**src/rtl/csla_pkg.sv**
```systemverilog
// Package: group layout of the square-root carry-select adder.
// Assumes group widths are at least 1 and that the groups tile the operand.
package csla_pkg;

    localparam int NUM_GRP = 5;

    // Width of group idx, least significant group first.
    function automatic int grp_width(input int idx);
        case (idx)
            0:       return 2;
            1:       return 2;
            2:       return 3;
            3:       return 4;
            default: return 5;
        endcase
    endfunction

    // Bit position of the lowest bit of group idx.
    function automatic int grp_base(input int idx);
        int acc;
        acc = 0;
        for (int k = 0; k < idx; k++) begin
            acc += grp_width(k);
        end
        return acc;
    endfunction

    localparam int SUM_W = grp_base(NUM_GRP);

endpackage

```
**src/rtl/rca_chain.sv**
```systemverilog
// Ripple-carry adder of N bits; the result carries the final carry as its top bit.
// Assumes N >= 1. Purely combinational.
module rca_chain #(
    parameter int N = 4
) (
    input  logic [N-1:0] a,
    input  logic [N-1:0] b,
    input  logic         cin,
    output logic [N:0]   res
);

    logic [N:0] cy;

    assign cy[0] = cin;

    // One full adder per bit position.
    for (genvar i = 0; i < N; i++) begin : g_fa
        assign res[i]  = a[i] ^ b[i] ^ cy[i];
        assign cy[i+1] = (a[i] & b[i]) | (cy[i] & (a[i] ^ b[i]));
    end

    assign res[N] = cy[N];

endmodule

```
**src/rtl/bec_incr.sv**
```systemverilog
// Binary-to-excess-one converter: dout = din + 1 for an N-bit value.
// Assumes N >= 2 and that din never holds all ones. This holds because din is
// the carry-in-zero result of an (N-1)-bit add, so its top bit may be ORed.
module bec_incr #(
    parameter int N = 3
) (
    input  logic [N-1:0] din,
    output logic [N-1:0] dout
);

    logic [N-1:0] low_ones;

    assign low_ones[0] = 1'b1;

    // Prefix AND of all bits below position i.
    for (genvar i = 1; i < N; i++) begin : g_pre
        assign low_ones[i] = low_ones[i-1] & din[i-1];
    end

    assign dout[0] = ~din[0];

    // Middle bits toggle when every lower bit is one.
    for (genvar i = 1; i < N - 1; i++) begin : g_mid
        assign dout[i] = din[i] ^ low_ones[i];
    end

    assign dout[N-1] = din[N-1] | low_ones[N-1];

endmodule

```
**src/rtl/csla_group.sv**
```systemverilog
// One select group: an add with carry-in zero, an increment converter, and a
// multiplexer that picks the result by the carry from the group below.
// Assumes N >= 1. Purely combinational.
module csla_group #(
    parameter int N = 4
) (
    input  logic [N-1:0] a,
    input  logic [N-1:0] b,
    input  logic         sel,
    output logic [N:0]   res
);

    logic [N:0] zero_res;
    logic [N:0] one_res;

    rca_chain #(.N(N)) u_add0 (
        .a   (a),
        .b   (b),
        .cin (1'b0),
        .res (zero_res)
    );

    bec_incr #(.N(N + 1)) u_inc (
        .din  (zero_res),
        .dout (one_res)
    );

    // Pick the result that matches the incoming carry.
    always_comb begin
        res = sel ? one_res : zero_res;
    end

endmodule

```
**src/rtl/sqrt_csla_add.sv**
```systemverilog
// Top: 16-bit square-root carry-select adder built from growing groups.
// Group 0 ripples from carry_in; later groups select between zero-carry and
// incremented results. Assumes WIDTH equals the tiled group width.
module sqrt_csla_add #(
    parameter int WIDTH = csla_pkg::SUM_W
) (
    input  logic [WIDTH-1:0] op_a,
    input  logic [WIDTH-1:0] op_b,
    input  logic             carry_in,
    output logic [WIDTH-1:0] sum_out,
    output logic             carry_out
);

    localparam int NG = csla_pkg::NUM_GRP;

    logic [NG:0] grp_carry;

    assign grp_carry[0] = carry_in;

    // One adder group per slice of the operand.
    for (genvar g = 0; g < NG; g++) begin : g_grp
        localparam int GW = csla_pkg::grp_width(g);
        localparam int GB = csla_pkg::grp_base(g);
        logic [GW:0] blk;

        if (g == 0) begin : g_first
            rca_chain #(.N(GW)) u_rca (
                .a   (op_a[GB +: GW]),
                .b   (op_b[GB +: GW]),
                .cin (grp_carry[g]),
                .res (blk)
            );
        end else begin : g_sel
            csla_group #(.N(GW)) u_sel (
                .a   (op_a[GB +: GW]),
                .b   (op_b[GB +: GW]),
                .sel (grp_carry[g]),
                .res (blk)
            );
        end

        assign sum_out[GB +: GW] = blk[GW-1:0];
        assign grp_carry[g+1]    = blk[GW];
    end

    assign carry_out = grp_carry[NG];

endmodule

```
**config.mk**
```make
export PLATFORM = sky130hd
export DESIGN_NAME = sqrt_csla_add
export DESIGN_NICKNAME = d
export VERILOG_FILES = /design/src/rtl/csla_pkg.sv /design/src/rtl/rca_chain.sv /design/src/rtl/bec_incr.sv /design/src/rtl/csla_group.sv /design/src/rtl/sqrt_csla_add.sv
export SDC_FILE = /design/constraint.sdc
export NUM_CORES = 1
export LEC_CHECK = 0
export BUFFER_PORTS_ARGS = -buffer_cell sky130_fd_sc_hd__buf_4
export CAP_MARGIN = 25
export CORE_MARGIN = 2
export CORE_UTILIZATION = 43
export DETAILED_ROUTE_END_ITERATION = 16
export PLACE_DENSITY = 0.9
export REMOVE_ABC_BUFFERS = 1
export SLEW_MARGIN = 15
export SYNTH_ARGS = -nofsm -noshare
export SYNTH_HDL_FRONTEND = slang
export SYNTH_HIERARCHICAL = 1
export SYNTH_SLANG_ARGS = --single-unit
```
**constraint.sdc**
```tcl
create_clock -name vclk -period 3.6
set_input_delay 0.54 -clock vclk [all_inputs]
set_output_delay 0.54 -clock vclk [all_outputs]
set_load 0.01 [all_outputs]
```
### Word-level counts from Yosys, hierarchy flattened

Index checks and enable logic that the tools add are counted.

| word-level totals | value |
|---|---|
| bits in registers | 0 |
| bits in latches | 0 |
| bits in writable memories | 0 |
| memory bits (read-only) | 0 |
| bits of input ports | 33 |
| output and inout bits | 17 |
| logic and storage cells | 100 |
| memories | 0 |

| cells by class | value |
|---|---|
| $add $sub $neg | 0 |
| $mul | 0 |
| divide/modulo/power cells | 0 |
| order comparisons | 0 |
| equality and inequality tests | 0 |
| shift-type cells | 0 |
| muxes and demuxes | 4 |
| bitwise logic cells | 96 |
| reduce and logical (&&, ||, !) cells | 0 |

Operators by type and width:

| cell | count |
|---|---|
| bitwise AND 1 bit | 38 |
| bitwise XOR 1 bit | 38 |
| bitwise OR 1 bit | 16 |
| 2-to-1 mux 6 bit | 1 |
| 2-to-1 mux 5 bit | 1 |
| 2-to-1 mux 4 bit | 1 |
| NOT 1 bit | 4 |
| 2-to-1 mux 3 bit | 1 |

### Depth between registers and ports, before layout

Gate-level depths: netlist of run 1.

| depth | value |
|---|---|
| depth in word-level cells | 11 |
| depth in mapped cells | 13 |
| mapped depth without buffers | 12 |

### Hierarchy

Netlist of run 1, hierarchy kept.

Modules (own cells, without submodules):

| module | instances | cells each | area an instance (µm²) | seq. area each (µm²) |
|---|---|---|---|---|
| rca_chain (g_grp[0].g_first.u_rca ...) | 2 | 10 | 70.1 | 0.0 |
| rca_chain (g_grp[4].g_sel.u_sel.u_add0) | 1 | 15 | 137.6 | 0.0 |
| rca_chain (g_grp[3].g_sel.u_sel.u_add0) | 1 | 14 | 117.6 | 0.0 |
| csla_group (g_grp[4].g_sel.u_sel) | 1 | 8 | 105.1 | 0.0 |
| rca_chain (g_grp[2].g_sel.u_sel.u_add0) | 1 | 13 | 97.6 | 0.0 |
| bec_incr (g_grp[4].g_sel.u_sel.u_inc) | 1 | 6 | 60.1 | 0.0 |
| csla_group (g_grp[3].g_sel.u_sel) | 1 | 6 | 60.1 | 0.0 |
| csla_group (g_grp[2].g_sel.u_sel) | 1 | 5 | 48.8 | 0.0 |
| bec_incr (g_grp[3].g_sel.u_sel.u_inc) | 1 | 5 | 47.5 | 0.0 |
| csla_group (g_grp[1].g_sel.u_sel) | 1 | 4 | 37.5 | 0.0 |
| bec_incr (g_grp[2].g_sel.u_sel.u_inc) | 1 | 4 | 35.0 | 0.0 |
| bec_incr (g_grp[1].g_sel.u_sel.u_inc) | 1 | 3 | 22.5 | 0.0 |

### Worst setup path after synthesis of run 1

OpenSTA, ideal clock, no wires.

| timing path | value |
|---|---|
| kind | input -> output |
| start | input port op_a[2] |
| end | output port carry_out |
| arrival | 3.256 ns |
| required time | 3.060 ns |
| slack | -0.196 ns |
| stages on the path | 11 |
| path buffers | 1 |
| cells stage by stage | inv_1 > fa_1 > fa_1 > inv_1 > ha_1 > or2_1 > mux2_2 > mux2_2 > mux2_2 > buf_6 > mux2_4 |

| between the ends | value |
|---|---|
| cells in the longest elaborated chain, start to end | 8 |
| elaborated cells between the ends (all ways) | 11 |
| those cells by class | 4 x mux; 7 x bitwise |

RTL lines:

| element | line | source |
|---|---|---|
| from (decl) | sqrt_csla_add.sv:7 | `input logic [WIDTH-1:0] op_a,` |
| bitwise AND 1 bit | rca_chain.sv:19 | `assign cy[i+1] = (a[i] & b[i]) \| (cy[i] & (a[i] ^ b[i]));` |
| bitwise XOR 1 bit | rca_chain.sv:18 | `assign res[i] = a[i] ^ b[i] ^ cy[i];` |
| net g_grp[1].g_sel.u_sel.zero_res[1] | csla_group.sv:13 | `logic [N:0] zero_res;` |
| bitwise AND 1 bit | bec_incr.sv:17 | `assign low_ones[i] = low_ones[i-1] & din[i-1];` |
| bitwise OR 1 bit | bec_incr.sv:27 | `assign dout[N-1] = din[N-1] \| low_ones[N-1];` |
| net g_grp[1].g_sel.u_sel.one_res[2] | csla_group.sv:14 | `logic [N:0] one_res;` |
| 2-to-1 mux 3 bit | csla_group.sv:30 | `res = sel ? one_res : zero_res;` |
| net g_grp[1].blk[2] | sqrt_csla_add.sv:24 | `logic [GW:0] blk;` |
| 2-to-1 mux 4 bit | csla_group.sv:30 |  |
| net g_grp[2].blk[3] | sqrt_csla_add.sv:24 |  |
| 2-to-1 mux 5 bit | csla_group.sv:30 |  |
| net g_grp[3].blk[4] | sqrt_csla_add.sv:24 |  |
| 2-to-1 mux 6 bit | csla_group.sv:30 |  |
| to (decl) | sqrt_csla_add.sv:11 | `output logic carry_out` |

The timed path passes the listed nets, and every way through them passes these cells.

### Worst setup path in the final report of run 1

| timing path | value |
|---|---|
| start | input port op_b[4] |
| end | output port sum_out[13] |

| between the ends | value |
|---|---|
| cells in the longest elaborated chain, start to end | 9 |
| elaborated cells between the ends (all ways) | 14 |
| those cells by class | 3 x mux; 11 x bitwise |

RTL lines:

| element | line | source |
|---|---|---|
| from (decl) | sqrt_csla_add.sv:8 | `input logic [WIDTH-1:0] op_b,` |
| bitwise AND 1 bit (2 in series) | rca_chain.sv:19 |  |
| bitwise OR 1 bit | rca_chain.sv:19 |  |
| bitwise XOR 1 bit | rca_chain.sv:18 |  |
| net g_grp[2].g_sel.u_sel.zero_res[2] | csla_group.sv:13 |  |
| bitwise AND 1 bit | bec_incr.sv:17 |  |
| bitwise OR 1 bit | bec_incr.sv:27 |  |
| net g_grp[2].g_sel.u_sel.one_res[3] | csla_group.sv:14 |  |
| 2-to-1 mux 4 bit | csla_group.sv:30 |  |
| net g_grp[2].blk[3] | sqrt_csla_add.sv:24 |  |
| 2-to-1 mux 5 bit | csla_group.sv:30 |  |
| net g_grp[3].blk[4] | sqrt_csla_add.sv:24 |  |
| 2-to-1 mux 6 bit | csla_group.sv:30 |  |
| to (decl) | sqrt_csla_add.sv:10 | `output logic [WIDTH-1:0] sum_out,` |

The timed path passes the listed nets, and every way through them passes these cells.

==> run summary, run 1 <==
Routed wl met2 = 1.42 mm
Boundary pin count = 50
PD cells = 290 nW/um2
Largest net degree at the start of global routing = 7
Most used cell, CP = inv_2
Placed Instances = 184
Hold Crit Depth = 5
WL per Instance = 12.0 um
DRC = 0
Area Growth Syn to Fin = 55.4%
Clock buf count = 0
# fillers = 147
Setup Buffers After CTS = 0
Uppermost layer routed = met4
Port Buffers = 50
Post-Syn Area per Cell = 8.83 um2
Post-route setup slack = -0.255 ns
Failing checks = setup timing
Min Tclk post-route = 3.85 ns
DPL Wire Length = 2.04 mm
Worst setup EP type = primary output
Design area = 1410 um2
Seq cells = 0
Layout Utilization = 0.713
Commonest non-fill, non-tap cell in the layout = buf_4
Hold Fails Final Rpt = 0
WL met1 = 626 um
Leakage power = 0.850 nW
Worst-path maximum fanout = 6
DRT antenna net count = 0
Tot Pwr = 0.410 mW
Initial core utilization = 0.459
# rows = 16
Setup TNS = -1.52 ns
Achievable frequency = 259 MHz
Synth unique cells = 8
Placed cell area = 1350 um2
Die width = 50.0 um
N_diodes = 0
Hold buffer count at cts = 0
Hold slack = 1.56 ns
Final-report setup violation count = 9
CP startpoint kind = primary input
Max-capacitance violation count = 0
Die H = 50.0 um
Vias in the first global route = 1010
Mapped Cells = 103
Crit path largest cell delay = 0.51 ns
Kind of cell adding the most delay to the critical path = adder cells
Peak VDD IR = 0.000224 V
Crit-path cells = buf_6, inv_2, fa_2, inv_2, fa_2, inv_2, fa_1, inv_2, ha_4, or2_1, mux2_4, mux2_4, mux2_4, buf_6
Initial antenna violation count = 0
Sequential share of the synthesized area = 0
Gpl congestion = 0.712
Via density = 4.46
Critical path depth = 14
Final wirelength = 2.22 mm
Met3 wire length = 132 um
Critical path arrival = 3.31 ns
Die Area = 2500 um2
Most frequent cells in the layout = 47 x buf_4, 43 x inv_1, 11 x fa_1
Outcome = finished with violations
Critical Path RT = 3.06 ns
Total gr overflow = 0
Fin crit share = 1.07
Pins over their slew limit = 0
Crit path max-delay cell type = fa_1
Final std cells w/o fill = 184
Synth Cell Area = 910 um2
Layout cells sized above 1 = 0.554
HP Class = primary input to primary output
Placement Setup Slack = -0.398 ns
Iteration-0 DRC Markers = 2
Critical path class = primary input to primary output
Total core area = 1980 um2
Final-stage net count = 218
Worst path bufs/invs = 6
Gr usage total = 0.210
First-pass GRT wire length = 4.05 mm
Ys Warns = 6
Unrepaired setup endpoints after global routing = yes
DR vias = 821
Sequential cell area = 0 um2
First-pass DRT Iterations = 3
tightest hold or removal path, cell delays in order:
cell and delay [ns]:
buf_4 0.11, inv_1 0.06, fa_1 0.15, inv_1 0.03, buf_4 0.13
final cells by class:
| class | instances | area, um2 | share of cell area |
|---|---|---|---|
| Inverter | 50 | 188 | 0.133 |
| Multi-Input combinational cell | 52 | 749 | 0.530 |
| Tap cell | 27 | 33.8 | 0.0239 |
| Timing Repair Buffer | 55 | 443 | 0.313 |
final timing paths:
path / slack, ns / from / end
worst max-delay path: -0.25 / op_b[4] / sum_out[13]
worst min-delay path: 1.56 / op_b[1] / sum_out[1]
cells in the mapped netlist:
master	instances	share of area
ha_1	10	0.14
or2_1	4	0.028
inv_1	50	0.21
buf_6	1	0.012
mux2_2	12	0.15
conb_1	4	0.017
mux2_4	6	0.099
fa_1	16	0.35
per-layer routing:
layer	vias to the layer above	track usage
li1	387	-
met1	395	0.183
met2	33	0.478
met3	6	0.0242
met4	0	0.0370
met5	-	0
what timing repair did:
| item | in CTS | in global routing |
|---|---|---|
| pin swaps | 4 | 6 |
| gates resized for setup | 17 | 9 |
| setup endpoints to repair | 10 | 10 |
where the power goes:
group          internal (mW)  leakage [nW]  switching, mW
Clock                      0             0              0
Sequential                 0             0              0
Combinational          0.239         0.850          0.170
Total                  0.239         0.850          0.170
kinds of logic (layout without fill, tap and decap cells):
logic type,after synthesis,count (layout),synth area share
other,4,4,0.0165
muxes,18,18,0.248
adders and majority gates,26,26,0.490
and+or+nand+nor,4,4,0.0275
buffers and inverters,51,105,0.219
(Power assumes the default switching activity.)
==> run 2, diff against run 1 <==
- PLACE_DENSITY: 0.9 -> default
- PLACE_DENSITY_LB_ADDON: default -> 0.05
- REMOVE_ABC_BUFFERS: 1 -> default
==> run 2 against run 1 <==
The flow still finishes with violations (setup timing). Via count shrank 5.8%. Non-clock buffer count grew 1. Power shrank 3.4%. Final area increased by 1.3%. Fmax increased by 0.63%. Combinational power shrank 4%. Sequential share of layout area did not move. Core utilization increased by 0.95 points. Hold slack worse by 0.0011 ns. First-iteration DRC count decreased by 50%. Largest cell class unchanged.
==> run summary, run 2 (synthesis results as in run 1) <==
Outcome = finished with violations
Failing checks = setup timing
Boundary pin count = 50 (unchanged)
Layout cells sized above 1 = 0.563 (+0.00915)
Final-stage net count = 219 (+0.46%)
N_diodes = 0 (unchanged)
First-pass DRT Iterations = 2 (-1)
Crit-path cells = buf_8, inv_8, fa_2, fa_1, inv_1, ha_2, or2_1, mux2_4, mux2_4, mux2_4, mux2_4, buf_6
Critical path arrival = 3.29 ns (-0.02 ns)
Hold Crit Depth = 5 (unchanged)
Initial core utilization = 0.459 (unchanged)
Final-report setup violation count = 6 (-3)
Critical path class = primary input to primary output
Commonest non-fill, non-tap cell in the layout = buf_4
# rows = 16 (unchanged)
Unrepaired setup endpoints after global routing = yes
Die width = 50.0 um (unchanged)
Setup TNS = -1.36 ns (+0.160 ns)
Hold buffer count at cts = 0 (unchanged)
Met2 Resource Use GR = 0.314 (-0.164)
Pins over their slew limit = 0 (unchanged)
Initial antenna violation count = 0 (unchanged)
DPL Wire Length = 1.49 mm (-27%)
Total gr overflow = 0 (unchanged)
WL per Instance = 8.82 um (-27%)
DR vias = 773 (-5.8%)
Via density = 4.18 (-6.4%)
GR Layer Usage met3 = 0.00909 (-0.0152)
DRC = 0 (unchanged)
Hold Fails Final Rpt = 0 (unchanged)
Critical Path RT = 3.06 ns (about the same)
Post-route setup slack = -0.231 ns (+0.0242 ns)
DRT antenna net count = 0 (unchanged)
Fin crit share = 1.06 (-0.00673)
Total core area = 1980 um2 (unchanged)
Most used cell, CP = mux2_4
Largest net degree at the start of global routing = 7 (unchanged)
Tot Pwr = 0.395 mW (-3.4%)
Final wirelength = 1.63 mm (-26%)
Achievable frequency = 261 MHz (+0.63%)
Area Growth Syn to Fin = 57.5%
CP startpoint kind = primary input
Syn nets = 162
Vias in the first global route = 816 (-19%)
Layout Utilization = 0.723 (+0.00947)
Worst setup EP type = primary output
Seq cells = 0 (unchanged)
Worst Hold Path EP = sum_out[0]
Die Area = 2500 um2 (unchanged)
Sequential cell area = 0 um2 (unchanged)
PD cells = 276 nW/um2 (-4.7%)
Crit path largest cell delay = 0.48 ns (-0.03 ns)
Most frequent cells in the layout = 48 x buf_4, 42 x inv_1, 11 x fa_1
Peak VDD IR = 0.000149 V (-33%)
Crit path max-delay cell type = fa_1
Worst-path maximum fanout = 6 (unchanged)
Leakage power = 0.857 nW (+0.80%)
Port Buffers = 50 (unchanged)
HP Class = primary input to primary output
Gpl congestion = 0.637 (-10%)
Hold path startpoint = carry_in
Gr usage total = 0.144 (-0.0668)
Iteration-0 DRC Markers = 1 (-1)
Die H = 50.0 um (unchanged)
Clock buf count = 0 (unchanged)
Gr busiest metal = met2
Met1 GRT Util = 0.151 (-0.0321)
Hold slack = 1.56 ns (-0.00109 ns)
Min Tclk post-route = 3.83 ns (-0.0242 ns)
Max-capacitance violation count = 0 (unchanged)
First-pass GRT wire length = 2.98 mm (-26%)
## run 2: cell count changes in the layout (fill, tap and decap cells not counted), sizes merged
cell,change
buf,+1
## run 2: worst max-delay path: cells and delay by family
family | cells | cell delay (ns)
mux | 4 | 1.25
fa+ha+maj | 3 | 1.01
buf+inv | 4 | 0.27
simple gates | 1 | 0.20
## run 2: cell type report
cell class | count | area, um2
multi-input cells | 52 | 749
fillers | 151 | 549
repair buffers | 56 | 454
inverters | 50 | 195
well taps | 27 | 33.8
## run 2: through the flow
stage / cells / instance area (um2) / setup WS, ns
2_1_floorplan: 103 / 938 / -0.0862
3_3_place_gp: 182 / 1360 / -0.254
3_5_place_dp: 182 / 1360 / -0.276
4_1_cts: 184 / 1410 / -0.227
5_1_grt: 185 / 1430 / -0.279
6_report: 185 / 1430 / -0.231
## run 2: repair_timing
action | CTS | global route
setup endpoints to repair | 10 | 10
gates resized for setup | 12 | 6
buffers inserted | 2 | 1
pin swaps | 4 | 5
## run 2: worst max-delay path by stage
stage | from | endpoint | slack, ns | depth (start not counted)
floorplan | op_b[2] | carry_out | -0.09 | 11
global placement | op_b[2] | sum_out[14] | -0.25 | 12
detailed placement | op_b[2] | sum_out[12] | -0.28 | 12
CTS | op_b[2] | sum_out[12] | -0.23 | 12
global route | op_b[2] | sum_out[14] | -0.28 | 12
finish | op_b[2] | sum_out[11] | -0.23 | 12
## run 2: report_power, final
part	internal, mW	switching, mW	total [mW]	leakage (nW)
logic	0.239	0.157	0.395	0.857
clock network	0	0	0	0
registers	0	0	0	0
total	0.239	0.157	0.395	0.857
## run 2: per-layer routing
layer / wire, um / share of wire / vias up
met2: 938 / 0.57 / 31
met4: 0 / 0 / 0
li1: - / - / 388
met1: 576 / 0.35 / 354
met5: 0 / 0 / -
met3: 116 / 0.071 / 0
==> run 3, diff against run 2 <==
- SYNTH_HIERARCHICAL: 1 -> default
==> run 3 against run 2 <==
The run now ends clean. Core utilization shrank 2.6 points. Critical path depth grew 2. Die area shrank 3.1%. Synthesized cell count grew 0.97%. Sequential share of layout area is the same. Via count grew 9.7%. Combinational power shrank 21%. Count of clock-buffer cells in the layout is the same. Final area shrank 5.6%. First-iteration DRC count grew to 13 times the previous value. Largest cell class unchanged. Fmax grew 8.9%. Critical endpoint is now sum_out[15]. Routed wire length grew 24%.
==> run summary, run 3 <==
Critical path class = primary input to primary output
Met2 Resource Use GR = 0.327 (+0.0130)
Post-Syn Area per Cell = 8.46 um2 (-4.2%)
Syn nets = 163 (+0.62%)
Gr busiest metal = met2
Commonest non-fill, non-tap cell in the layout = buf_4
Via density = 4.71 (+13%)
Largest net degree at the start of global routing = 12 (+5)
Die Area = 2420 um2 (-3.1%)
Synth Cell Area = 880 um2 (-3.3%)
Clock buf count = 0 (unchanged)
Setup Buffers After CTS = 0 (-2)
DR vias = 848 (+9.7%)
Hold Fails Final Rpt = 0 (unchanged)
Hold buffer count at cts = 0 (unchanged)
Hold slack = 1.41 ns (-0.148 ns)
Worst setup EP type = primary output
Max_slew headroom = 0.788
Final-report setup violation count = 0 (-6)
CP startpoint kind = primary input
Met1 GRT Util = 0.197 (+0.0461)
Peak VDD IR = 0.000140 V (-6.4%)
Min Tclk post-route = 3.52 ns (-0.312 ns)
Port Buffers = 50 (unchanged)
Leakage power = 0.714 nW (-17%)
Total gr overflow = 0 (unchanged)
GR Layer Usage met3 = 0.0123 (+0.00318)
Post-synth top cells = 33 x inv_1, 14 x ha_1, 12 x fa_1
Setup TNS = 0 ns (+1.36 ns)
Achievable frequency = 284 MHz (+8.9%)
Most frequent cells in the layout = 51 x buf_4, 28 x inv_1, 11 x ha_1
N_diodes = 0 (unchanged)
Die H = 49.2 um (-1.5%)
First-pass DRT Iterations = 4 (+2)
Sequential cell area = 0 um2 (unchanged)
Synth area leaders = fa_1 27%, ha_1 20%, inv_1 14%
Initial antenna violation count = 0 (unchanged)
Gpl congestion = 0.793 (+24%)
WL per Instance = 11.2 um (+27%)
Critical path arrival = 2.98 ns (-0.31 ns)
Sequential share of the synthesized area = 0 (unchanged)
Gr usage total = 0.163 (+0.0198)
Design area = 1350 um2 (-5.6%)
Worst-path maximum fanout = 2 (-4)
DRC = 0 (unchanged)
Area Growth Syn to Fin = 53.8%
Worst Tran Pin Value = 0.317 ns
Count leader, synth = inv_1
Fin crit share = 0.977 (-0.0867)
# rows = 16 (unchanged)
PD cells = 230 nW/um2 (-17%)
Total core area = 1940 um2 (-2.0%)
Max-capacitance violation count = 0 (unchanged)
Outcome = finished clean
Ys Warns = 0 (-6)
Mapped Cells = 104 (+0.97%)
Initial core utilization = 0.453 (-0.00600)
Iteration-0 DRC Markers = 13 (+12)
Seq cells = 0 (unchanged)
Critical Path RT = 3.06 ns (about the same)
Layout cells sized above 1 = 0.510 (-0.0535)
Pins over their slew limit = 0 (unchanged)
HP Class = primary input to primary output
Final-stage net count = 214 (-2.3%)
DPL Wire Length = 1.73 mm (+16%)
Yosys top cell area share = 0.273 (-0.0790)
Vias in the first global route = 807 (-1.1%)
Boundary pin count = 50 (unchanged)
DRT antenna net count = 0 (unchanged)
Die width = 49.2 um (-1.5%)
Synth area leader = fa_1
Placed cell area = 1280 um2 (-5.7%)
Synth unique cells = 24 (+16)
First-pass GRT wire length = 3.30 mm (+11%)
Final wirelength = 2.02 mm (+24%)
==> run 3: changes by cell type in the layout (fill, tap and decap cells not counted), moves of 5 or more <==
cell	change
mux2_2	-5
a21oi_1	+5
buf_6	-7
mux2_4	-7
inv_1	-14
==> run 3: power breakdown <==
part	internal [mW]	switching [mW]	total (mW)
sequential	0	0	0
combinational	0.172	0.140	0.312
clock	0	0	0
total	0.172	0.140	0.312
==> run 3: worst max-delay path, cell delays in order <==
cell      delay (ns)
buf_4           0.10
ha_4            0.12
inv_2           0.03
fa_2            0.33
fa_2            0.34
inv_2           0.06
fa_2            0.18
inv_2           0.04
fa_1            0.54
inv_2           0.06
ha_4            0.26
a211oi_2        0.04
a211oi_2        0.21
buf_4           0.15
==> run 3: through the flow <==
step                      power, mW  cells  setup slack, ns  utilization
final                         0.312    180           0.0813        0.697
after global routing          0.346    180         -0.00533        0.697
after CTS                     0.301    180          0.00447        0.673
after detailed placement      0.292    180          -0.0522        0.660
after global placement        0.282    180          -0.0109        0.660
after floorplan               0.169    104            0.185            -
==> run 3: what timing repair did <==
action | in CTS | in global routing
pin swaps | 3 | 2
endpoints found under the hold margin | 0 | 0
resized for setup | 4 | 16
endpoints found under the setup margin | 2 | 6
==> run 3: layout make-up <==
class	count	area (um2)
multi-input combinational	69	812
inverter	33	124
timing repair buffer	51	383
fill	182	589
tap	27	33.8
==> run 3: path summary, 6_finish.rpt <==
kind	end	slack, ns	cells after the start	startpoint
worst max-delay path	sum_out[15]	0.08	14	op_a[11]
worst min-delay path	sum_out[0]	1.41	3	carry_in
==> run 3: metal layers <==
layer | part of all wire | up-vias
met5 | 0 | -
met2 | 0.57 | 32
met3 | 0.054 | 0
li1 | - | 428
met4 | 0 | 0
met1 | 0.38 | 388
==> run 3: cells by family (layout without fill, tap and decap cells) <==
family | after synthesis | count (layout) | share of synthesized area
adders and majority gates | 26 | 26 | 0.472
xor gates and xnor gates | 3 | 3 | 0.0299
and+or+nand+nor | 15 | 15 | 0.102
muxes | 6 | 6 | 0.0853
buffers and inverters | 35 | 84 | 0.158
AOI/OAI and AO/OA | 19 | 19 | 0.152
